--- config.mk ---
export PLATFORM = sky130hd
export DESIGN_NAME = ssp_synth_loader
export DESIGN_NICKNAME = d
export VERILOG_FILES = /design/src/rtl/ssp_pkg.sv /design/src/rtl/ssp_phase_timer.sv /design/src/rtl/ssp_shift_out.sv /design/src/rtl/ssp_seq_ctrl.sv /design/src/rtl/ssp_synth_loader.sv
export SDC_FILE = /design/constraint.sdc
export NUM_CORES = 1
export LEC_CHECK = 0
export BUFFER_PORTS_ARGS = -buffer_cell sky130_fd_sc_hd__buf_2
export CORE_ASPECT_RATIO = 0.5
export CORE_MARGIN = 1.5
export CORE_UTILIZATION = 45
export CTS_CLUSTER_SIZE = 25
export DETAILED_ROUTE_END_ITERATION = 8
export GPL_ROUTABILITY_DRIVEN = 0
export PLACE_DENSITY = 0.74
export SKIP_CTS_REPAIR_TIMING = 1
export SLEW_MARGIN = 15
export SYNTH_ARGS = -nofsm -noshare
export SYNTH_HDL_FRONTEND = slang
export SYNTH_SLANG_ARGS = --single-unit
--- constraint.sdc ---
create_clock -name clk -period 2.58 [get_ports clk]
set_clock_uncertainty 0.1 [all_clocks]
set_input_delay 0.774 -clock clk [delete_from_list [all_inputs] [get_ports clk]]
set_output_delay 0.774 -clock clk [all_outputs]
set_load 0.005 [all_outputs]
--- src/rtl/ssp_pkg.sv ---
package ssp_pkg;

  localparam int unsigned N_WORDS = 4;
  localparam int unsigned CODE_W  = 2;

  typedef enum logic [2:0] {
    ST_IDLE  = 3'd0,
    ST_LOAD  = 3'd1,
    ST_SHIFT = 3'd2,
    ST_GAP   = 3'd3,
    ST_LATCH = 3'd4
  } seq_state_t;

  // Latch select code appended to each slot: slot order is init, function, reference, feedback.
  function automatic logic [CODE_W-1:0] slot_code(input int unsigned slot);
    case (slot)
      0:       slot_code = 2'b11;
      1:       slot_code = 2'b10;
      2:       slot_code = 2'b00;
      default: slot_code = 2'b01;
    endcase
  endfunction

  // Phase positions inside one bit period of div system cycles.
  function automatic int unsigned rise_phase(input int unsigned div);
    rise_phase = div / 4;
  endfunction

  function automatic int unsigned fall_phase(input int unsigned div);
    fall_phase = (3 * div) / 4;
  endfunction

endpackage

--- src/rtl/ssp_phase_timer.sv ---
module ssp_phase_timer #(
  parameter int unsigned DIV = 8
) (
  input  logic clk,
  input  logic rst_n,
  input  logic run,
  output logic ph_data,
  output logic ph_rise,
  output logic ph_fall
);
  import ssp_pkg::*;

  localparam int unsigned CW = (DIV > 2) ? $clog2(DIV) : 1;
  localparam logic [CW-1:0] LAST  = CW'(DIV - 1);
  localparam logic [CW-1:0] RISE  = CW'(rise_phase(DIV));
  localparam logic [CW-1:0] FALL  = CW'(fall_phase(DIV));

  logic [CW-1:0] cnt_q;

  always_ff @(posedge clk or negedge rst_n) begin
    if (!rst_n)        cnt_q <= '0;
    else if (!run)     cnt_q <= '0;
    else if (cnt_q == LAST) cnt_q <= '0;
    else               cnt_q <= cnt_q + 1'b1;
  end

  assign ph_data = run && (cnt_q == '0);
  assign ph_rise = run && (cnt_q == RISE);
  assign ph_fall = run && (cnt_q == FALL);

  // at most one phase event per cycle
  p_one_phase_r3: assert property (@(posedge clk) disable iff (!rst_n)
    $onehot0({ph_data, ph_rise, ph_fall}));

endmodule

--- src/rtl/ssp_shift_out.sv ---
module ssp_shift_out #(
  parameter int unsigned WORD_W = 24
) (
  input  logic              clk,
  input  logic              rst_n,
  input  logic              load,
  input  logic [WORD_W-1:0] load_word,
  input  logic              ph_data,
  input  logic              ph_rise,
  input  logic              ph_fall,
  input  logic              clr,
  output logic              sclk,
  output logic              sdata
);

  logic [WORD_W-1:0] sreg_q;
  logic              sclk_q;
  logic              sdata_q;

  always_ff @(posedge clk or negedge rst_n) begin
    if (!rst_n) begin
      sreg_q  <= '0;
      sclk_q  <= 1'b0;
      sdata_q <= 1'b0;
    end else if (clr) begin
      sclk_q  <= 1'b0;
      sdata_q <= 1'b0;
    end else begin
      if (load) begin
        sreg_q <= load_word;
      end else if (ph_data) begin
        sdata_q <= sreg_q[WORD_W-1];
        sreg_q  <= {sreg_q[WORD_W-2:0], 1'b0};
      end
      if (ph_rise) sclk_q <= 1'b1;
      if (ph_fall) sclk_q <= 1'b0;
    end
  end

  assign sclk  = sclk_q;
  assign sdata = sdata_q;

  // a rising edge is only requested while the clock is low
  p_rise_from_low_r2: assert property (@(posedge clk) disable iff (!rst_n)
    ph_rise |-> !sclk_q);

  // a data update is only requested while the clock is low
  p_update_clk_low_r3: assert property (@(posedge clk) disable iff (!rst_n)
    ph_data |-> !sclk_q);

endmodule

--- src/rtl/ssp_seq_ctrl.sv ---
module ssp_seq_ctrl #(
  parameter int unsigned WORD_W  = 24,
  parameter int unsigned LE_GAP  = 3,
  parameter int unsigned LE_HOLD = 10
) (
  input  logic                                   clk,
  input  logic                                   rst_n,
  input  logic                                   start_i,
  input  logic [ssp_pkg::N_WORDS-1:0][WORD_W-1:0] words_i,
  input  logic                                   ph_fall,
  output logic                                   run,
  output logic                                   load,
  output logic [WORD_W-1:0]                      load_word,
  output logic                                   seq_end,
  output logic                                   le,
  output logic                                   busy,
  output logic                                   done,
  output logic                                   oe
);
  import ssp_pkg::*;

  localparam int unsigned BW    = $clog2(WORD_W);
  localparam int unsigned WMAX  = (LE_GAP > LE_HOLD) ? LE_GAP : LE_HOLD;
  localparam int unsigned WW    = $clog2(WMAX + 1);
  localparam int unsigned IW    = $clog2(N_WORDS);

  seq_state_t                       state_q;
  logic [N_WORDS-1:0][WORD_W-1:0]   cap_q;
  logic [IW-1:0]                    widx_q;
  logic [BW-1:0]                    bitcnt_q;
  logic [WW-1:0]                    wcnt_q;
  logic                             le_q, busy_q, done_q, oe_q;

  logic start_ok;
  logic word_last_fall;
  logic gap_end;
  logic hold_end;
  logic last_word;

  assign start_ok       = (state_q == ST_IDLE) && start_i;
  assign word_last_fall = (state_q == ST_SHIFT) && ph_fall && (bitcnt_q == BW'(WORD_W - 1));
  assign gap_end        = (state_q == ST_GAP)   && (wcnt_q == WW'(LE_GAP - 1));
  assign hold_end       = (state_q == ST_LATCH) && (wcnt_q == WW'(LE_HOLD - 1));
  assign last_word      = (widx_q == IW'(N_WORDS - 1));
  assign seq_end        = hold_end && last_word;

  always_ff @(posedge clk or negedge rst_n) begin
    if (!rst_n) begin
      state_q  <= ST_IDLE;
      cap_q    <= '0;
      widx_q   <= '0;
      bitcnt_q <= '0;
      wcnt_q   <= '0;
      le_q     <= 1'b0;
      busy_q   <= 1'b0;
      done_q   <= 1'b0;
      oe_q     <= 1'b0;
    end else begin
      done_q <= 1'b0;
      unique case (state_q)
        ST_IDLE: if (start_ok) begin
          for (int k = 0; k < N_WORDS; k++)
            cap_q[k] <= {words_i[k][WORD_W-1:CODE_W], slot_code(k)};
          widx_q  <= '0;
          busy_q  <= 1'b1;
          oe_q    <= 1'b1;
          state_q <= ST_LOAD;
        end
        ST_LOAD: begin
          bitcnt_q <= '0;
          state_q  <= ST_SHIFT;
        end
        ST_SHIFT: if (ph_fall) begin
          if (word_last_fall) begin
            wcnt_q  <= '0;
            state_q <= ST_GAP;
          end else begin
            bitcnt_q <= bitcnt_q + 1'b1;
          end
        end
        ST_GAP: begin
          if (gap_end) begin
            le_q    <= 1'b1;
            wcnt_q  <= '0;
            state_q <= ST_LATCH;
          end else begin
            wcnt_q <= wcnt_q + 1'b1;
          end
        end
        ST_LATCH: begin
          if (hold_end) begin
            le_q   <= 1'b0;
            wcnt_q <= '0;
            if (last_word) begin
              busy_q  <= 1'b0;
              done_q  <= 1'b1;
              oe_q    <= 1'b0;
              state_q <= ST_IDLE;
            end else begin
              widx_q  <= widx_q + 1'b1;
              state_q <= ST_LOAD;
            end
          end else begin
            wcnt_q <= wcnt_q + 1'b1;
          end
        end
        default: state_q <= ST_IDLE;
      endcase
    end
  end

  assign run       = (state_q == ST_SHIFT);
  assign load      = (state_q == ST_LOAD);
  assign load_word = cap_q[widx_q];
  assign le        = le_q;
  assign busy      = busy_q;
  assign done      = done_q;
  assign oe        = oe_q;

  // captured words stay frozen for as long as a sequence is running
  p_words_frozen_r7: assert property (@(posedge clk) disable iff (!rst_n)
    busy_q |=> (!busy_q || $stable(cap_q)));

  // latch enable only rises after the gap that follows the final bit
  p_le_after_gap_r4: assert property (@(posedge clk) disable iff (!rst_n)
    $rose(le_q) |-> ($past(state_q) == ST_GAP));

  // a new word is loaded only once latch enable is low
  p_load_le_low_r5: assert property (@(posedge clk) disable iff (!rst_n)
    load |-> !le_q);

endmodule

--- src/rtl/ssp_synth_loader.sv ---
module ssp_synth_loader #(
  parameter int unsigned WORD_W  = 24,
  parameter int unsigned DIV     = 8,
  parameter int unsigned LE_GAP  = 3,
  parameter int unsigned LE_HOLD = 10
) (
  input  logic              clk,
  input  logic              rst_n,
  input  logic              start_i,
  input  logic [WORD_W-1:0] init_word_i,
  input  logic [WORD_W-1:0] func_word_i,
  input  logic [WORD_W-1:0] ref_word_i,
  input  logic [WORD_W-1:0] ncnt_word_i,
  output logic              busy_o,
  output logic              done_o,
  output logic              bus_oe_o,
  output logic              sclk_o,
  output logic              sdata_o,
  output logic              le_o
);
  import ssp_pkg::*;

  logic [N_WORDS-1:0][WORD_W-1:0] words;
  logic                           run, load, seq_end;
  logic                           ph_data, ph_rise, ph_fall;
  logic [WORD_W-1:0]              load_word;

  assign words[0] = init_word_i;
  assign words[1] = func_word_i;
  assign words[2] = ref_word_i;
  assign words[3] = ncnt_word_i;

  ssp_phase_timer #(.DIV(DIV)) u_timer (
    .clk     (clk),
    .rst_n   (rst_n),
    .run     (run),
    .ph_data (ph_data),
    .ph_rise (ph_rise),
    .ph_fall (ph_fall)
  );

  ssp_seq_ctrl #(
    .WORD_W  (WORD_W),
    .LE_GAP  (LE_GAP),
    .LE_HOLD (LE_HOLD)
  ) u_ctrl (
    .clk       (clk),
    .rst_n     (rst_n),
    .start_i   (start_i),
    .words_i   (words),
    .ph_fall   (ph_fall),
    .run       (run),
    .load      (load),
    .load_word (load_word),
    .seq_end   (seq_end),
    .le        (le_o),
    .busy      (busy_o),
    .done      (done_o),
    .oe        (bus_oe_o)
  );

  ssp_shift_out #(.WORD_W(WORD_W)) u_shift (
    .clk       (clk),
    .rst_n     (rst_n),
    .load      (load),
    .load_word (load_word),
    .ph_data   (ph_data),
    .ph_rise   (ph_rise),
    .ph_fall   (ph_fall),
    .clr       (seq_end),
    .sclk      (sclk_o),
    .sdata     (sdata_o)
  );

  // data and serial clock never move in the same cycle
  p_data_apart_r3: assert property (@(posedge clk) disable iff (!rst_n)
    !$stable(sdata_o) |-> $stable(sclk_o));

  // serial clock is low while latch enable is high
  p_le_clk_low_r4: assert property (@(posedge clk) disable iff (!rst_n)
    le_o |-> !sclk_o);

  // released bus carries all-low lines
  p_release_low_r6: assert property (@(posedge clk) disable iff (!rst_n)
    !bus_oe_o |-> (!sclk_o && !sdata_o && !le_o));

  // bus enable follows busy
  p_busy_oe_r6: assert property (@(posedge clk) disable iff (!rst_n)
    busy_o |-> bus_oe_o);

  // done is a single-cycle pulse
  p_done_pulse_r8: assert property (@(posedge clk) disable iff (!rst_n)
    done_o |=> !done_o);

  // done coincides with the first idle cycle
  p_done_idle_r8: assert property (@(posedge clk) disable iff (!rst_n)
    done_o |-> (!busy_o && $past(busy_o)));

endmodule

Word-level counts from Yosys, hierarchy flattened:

Cells that the tools add are included.
Widths: inputs -> output; s select.

* output and inout bits: 6
* register bits after elaboration: 138
* logic and storage cells: 109
* bits of input ports: 99

* muxes and demuxes: 41
* $lt $le $gt $ge: 1
* eq/ne operators: 20
* bitwise gates (word level): 1
* $add $sub $neg: 4
* reduce and logical (&&, ||, !) cells: 27

Operator list (count)
* $mux 24: 3
* $bmux 24 s2: 1
* $mux 3: 7
* $mux 4: 4
* $mux 1: 15
* $pmux 3 s5: 1
* $ne 2x1->1 const B: 7
* $pmux 4 s3: 1
* $mux 5: 2
* $pmux 5 s2: 1
* $reduce_bool 2->1: 5
* $eq 3x2->1 const B: 3
* $eq 3x3->1 const B: 3
* $logic_and 1x1->1: 9
* $reduce_and 3->1: 3
* $reduce_and 4->1: 2
* $logic_not 3->1: 2
* $mux 2: 3
* $reduce_and 2->1: 3
* $reduce_bool 3->1: 2
* $add 5x1->5 const B: 1
* $eq 5x5->1 const B: 1
* $reduce_and 5->1: 1
* $add 4x1->4 const B: 1
* other kinds (11): 13

Logic depth before layout (Yosys ltp):

* depth after elaboration: 7
* mapped depth: 6

Cells and area by module:

From an unflattened synthesis, not the netlist that was laid out.

* cell total of the unflattened synthesis: 468
* area, all modules: 6363.6 um^2

By module, submodules not included
* ssp_seq_ctrl: times used 1, seq. area each 2652.5 um^2, cells an instance 312, area an instance 4798.4 um^2
* ssp_shift_out: times used 1, seq. area each 650.6 um^2, cells an instance 141, area an instance 1381.3 um^2
* ssp_phase_timer: times used 1, seq. area each 75.1 um^2, cells an instance 15, area an instance 183.9 um^2

Worst setup path before layout:

Ideal clock, no wire load.

* path type: in2reg
* from: in start_i
* to: reg u_ctrl.cap_q[50] (netlist name)
* buffers on the path: 2
* stages on the path: 5
* library setup time: 0.128 ns
* arrival: 1.777 ns
* path slack: 0.576 ns
* required time: 2.352 ns
* cell sequence: inv_1 -> nor4_4 -> buf_4 -> buf_4 -> mux2_1

* cells in the longest elaborated chain, start to end: 2

Ends and longest elaborated chain
* from (decl): RTL line ssp_synth_loader.sv:9 `input logic start_i,`
* $logic_and 1x1->1: RTL line ssp_seq_ctrl.sv:40 `assign start_ok = (state_q == ST_IDLE) && start_i;`
* $reduce_and 2->1 (no line)
* to (signal, indexed assignment): RTL line ssp_seq_ctrl.sv:63 `cap_q[k] <= {words_i[k][WORD_W-1:CODE_W], slot_code(k)};`
* to (decl): RTL line ssp_seq_ctrl.sv:28 `logic [N_WORDS-1:0][WORD_W-1:0] cap_q;`

No other way between the ends.
A chain may end at the register's enable or synchronous reset.

Worst setup path after layout:

* from: reg u_ctrl.state_q[1]
* to: reg u_ctrl.cap_q[11] (netlist name)

* cells in the longest elaborated chain, start to end: 3

Ends and longest elaborated chain
* from (decl): RTL line ssp_seq_ctrl.sv:27 `seq_state_t state_q;`
* from (signal assigned): RTL line ssp_seq_ctrl.sv:49 `state_q <= ST_IDLE;`
* from (signal assigned): RTL line ssp_seq_ctrl.sv:67 `state_q <= ST_LOAD;`
* from (signal assigned): RTL line ssp_seq_ctrl.sv:71 `state_q <= ST_SHIFT;`
* $logic_not 3->1 (*): RTL line ssp_seq_ctrl.sv:40, ssp_seq_ctrl.sv:60
* $logic_and 1x1->1: RTL line ssp_seq_ctrl.sv:40
* $reduce_and 2->1 (no line) (*)

Every way passes the cells marked *; elsewhere a longest branch is shown, timed or not.

==> summary.txt <==
Pwr
  – Total power: 4.87 mW
  – Pwr dens: 667 nW/um2
  – Sw power: roughly 0.99 mW
  – Clock Power Share: 49.1%
  – Int Pwr: around 3.9 mW
  – Combinational share of power: under 10%
  – Sw frac: 20.4%
  – Peak supply drop: 437 uV
  – Seq pwr share: 46.2%
  – Leak: 3.43 nW

Timing
  – Crit share post-route: 75.1%
  – Final setup viols: 0
  – Slew of the pin with the lowest slew margin: 0.537 ns
  – Final Max Tran Viols: 0
  – Period minus WS final: 1.94 ns
  – Unrepaired setup endpoints after global routing: false
  – Max Clk Rate: 516 MHz
  – Slew headroom: 64.2%
  – Setup TNS Final: 0 ns
  – Fin. Hold Viols: 0

Outcome
  – Outcome: finished, violations left
  – Failing checks: DRC

Critical path
  – R2R setup slack: 0.64 ns
  – Worst r2r dst: u_ctrl.cap_q[11]
  – CP Launch Type: flop
  – WP data required: around 2.8 ns
  – Critical Path AT: around 2.1 ns
  – FF-to-FF path depth: 3
  – CP Cell Sequence: nor4_4 > buf_12 > mux2_2
  – Worst Setup Path Type: flop to flop
  – Crit end category: flop
  – CP peak stage delay: 0.51 ns
  – R2r startpoint: u_ctrl.state_q[1]
  – CP Max Fanout: 51
  – Slowest CP cell: dfrtp_1

Yosys
  – Largest family of logic cells by synthesized area: multiplexers
  – Fraction of synthesized area in multiplexers: 25.8%
  – Area share of the largest cell type after synthesis: a little under three fifths
  – Cell taking the most area after synthesis: dfrtp_1
  – Post-synth EDFFs: 0
  – Distinct cells, synth: 41
  – Register area share after synthesis: a little under three fifths
  – Most frequent cell after synthesis: dfrtp_1
  – Synthesized area per cell: 13.6 um2
  – Simple-gate area share of the yosys netlist: around 8.1%
  – Asr flop ratio synth: 100%
  – Post-Synth XOR/XNOR Area: 0.438%
  – Synthesized Nets: ~550
  – Ranking of synthesized cells by area: dfrtp_1 (56%), mux2_2 (15%), mux4_2 (8.3%)
  – Yosys Warn Count: 0
  – Post-synth top cells: dfrtp_1 (135), mux2_2 (80), nor2_1 (53), o22ai_1 (26), mux4_2 (22)
  – Syn Inst Count: between 400 and 500
  – Yosys reg bits: roughly 140
  – Area share of fa/ha/maj cells after synthesis: 1.88%
  – Synth Cell Area: 6000 um2
  – Ys flop type: dfrtp_1
  – Compound-cell area share of the yosys netlist: 4.54%

Final layout
  – FILL cells: 1047
  – Area growth syn-to-layout: 21.7%
  – Ant. Diodes: 0
  – Nets@finish: 650
  – Layout cells sized above 1: 44.9%

Place
  – Buffers on Ports: 96
  – Dpl hpwl: between 8 and 9 mm

Clocking
  – CTS tree: built
  – Total CTS buffers: 17
  – Root buf cell: clkbuf_16
  – Clk buf depth: 2
  – Reg clk slew, reported paths: 0.06 ns
  – Insertion delay to the later sink of the worst-skew pair: 0.41 ns
  – Clock tree sinks: 135
  – H-tree depth: 4

Die
  – Core outline area: 12800 um2
  – Die height: 84.7 um
  – Initial Util: 46.7%
  – Cell Rows: 29
  – # IOs: 105
  – Die area: 14100 um2
  – Die Wd: 166 um

Hold path
  – Hold WC Path Type: input pin to async pin

Drt
  – Wirelength per Cell: 16.3 um
  – Drt drc: 1
  – Remaining antenna violation count: 0
  – Via density: around 5.3
  – Initial drt markers: 203
  – Routed wire length: 11.8 mm
  – DRT Pass-1 Iters: 6
  – Via count: 3855

Global route
  – Routing usage on met2: 31.3%
  – Grt ovf: 0
  – First-pass GRT wire length: between 20 and 25 mm
  – Largest net degree at the start of global routing: 54
  – Global routing's busiest layer: met2
  – Met1 usage: 24.7%
  – Met3 capacity usage during global routing: about 4.3%
  – Vias in the first global route: ~4.2k
  – All-Layer GR Usage: 18.7%
  – Antenna violations before repair: 0

Run
  – Max_cap viols: 0
[state kept, by name, summed over array words and instances (netlist names)]
register and flops:
u_timer.cnt_q 3, u_ctrl.done 1, u_ctrl.bitcnt_q 5, u_ctrl.cap_q 89, u_ctrl.state_q 3, u_shift.sreg_q 24
u_ctrl.le 1, u_ctrl.busy 1, u_ctrl.widx_q 2, u_shift.sclk 1, u_ctrl.wcnt_q 4, u_shift.sdata 1
[through the flow]
stage / instance area [um2] / hold WS (ns) / cells / util, % / worst slack (ns)
3_5_place_dp: 6710 / 0.365 / 693 / 52.3 / 0.387
4_1_cts: 7310 / 0.208 / 724 / 56.9 / 0.656
2_1_floorplan: 6000 / 0.334 / 441 / - / 0.576
6_report: 7310 / 0.197 / 724 / 56.9 / 0.643
5_1_grt: 7310 / 0.221 / 724 / 56.9 / 0.503
3_3_place_gp: 6710 / 0.348 / 693 / 52.3 / 0.391
[worst max path at each step]
stage                     cells past startpoint               from  slack, ns            endpoint
after floorplan                               5            start_i       0.58    u_ctrl.cap_q[50]
after global placement                        5            start_i       0.39    u_ctrl.cap_q[63]
after detailed placement                      5            start_i       0.39    u_ctrl.cap_q[11]
after CTS                                     3  u_ctrl.state_q[1]       0.66    u_ctrl.cap_q[11]
after global routing                          5  u_ctrl.state_q[1]       0.50  u_shift.sreg_q[22]
final                                         3  u_ctrl.state_q[1]       0.64    u_ctrl.cap_q[11]
[routing by layer]
layer / share of wire [%] / routed length [um] / vias to the layer above
met5: 0 / 0 / -
met4: 1.2 / 143 / 0
met3: 3.2 / 375 / 12
met2: 48 / 5730 / 73
met1: 47 / 5580 / 1970
li1: - / - / 1800
[cell type report]
type                    count  area, um2  area share (%)
flip-flops and latches    135       3380            46.3
clock buffers              22        494            6.76
repair buffers            108        639            8.75
well taps                 170        213            2.91
inverters                   9       33.8           0.462
clock inverters             9       97.6            1.34
multi-input cells         271       2450            33.5
[critical path, delay by kind of cell (launching register included)]
family	cells	cell delay, ns
simple gates	1	0.47
flops	1	0.51
mux	1	0.38
buf+inv	1	0.32
[power groups by stage]
stage | registers, mW | clock network [mW] | logic (mW)
finish | 2.25 | 2.39 | 0.228
global route | 2.26 | 2.53 | 0.257
CTS | 2.25 | 2.43 | 0.235
detailed placement | 2.29 | 0 | 0.233
global placement | 2.28 | 0 | 0.227
floorplan | 2.27 | 0 | 0.101
[cell families (layout without fill, tap and decap cells)]
kind of cell,count (synthesis),after routing
flip-flops,135,135
multiplexers,116,116
AND/OR/NAND/NOR,98,98
AO/OA/AOI/OAI,45,45
buffers and inverters,35,148
adder cells (fa/ha/maj),9,9
XOR/XNOR,3,3
[cell usage in the layout (no fill, tap or decap), types with 7 or more instances in the layout]
master and n:
buf_2 95, buf_4 7, clkbuf_16 17, dfrtp_1 134
ha_1 9, inv_1 9, mux2_1 9, mux2_2 80
mux4_2 22, nand2_1 9, nand3_1 9, nor2_1 53
o21ai_0 9, o22ai_1 26
No activity file was read; power rests on OpenSTA's default activity.
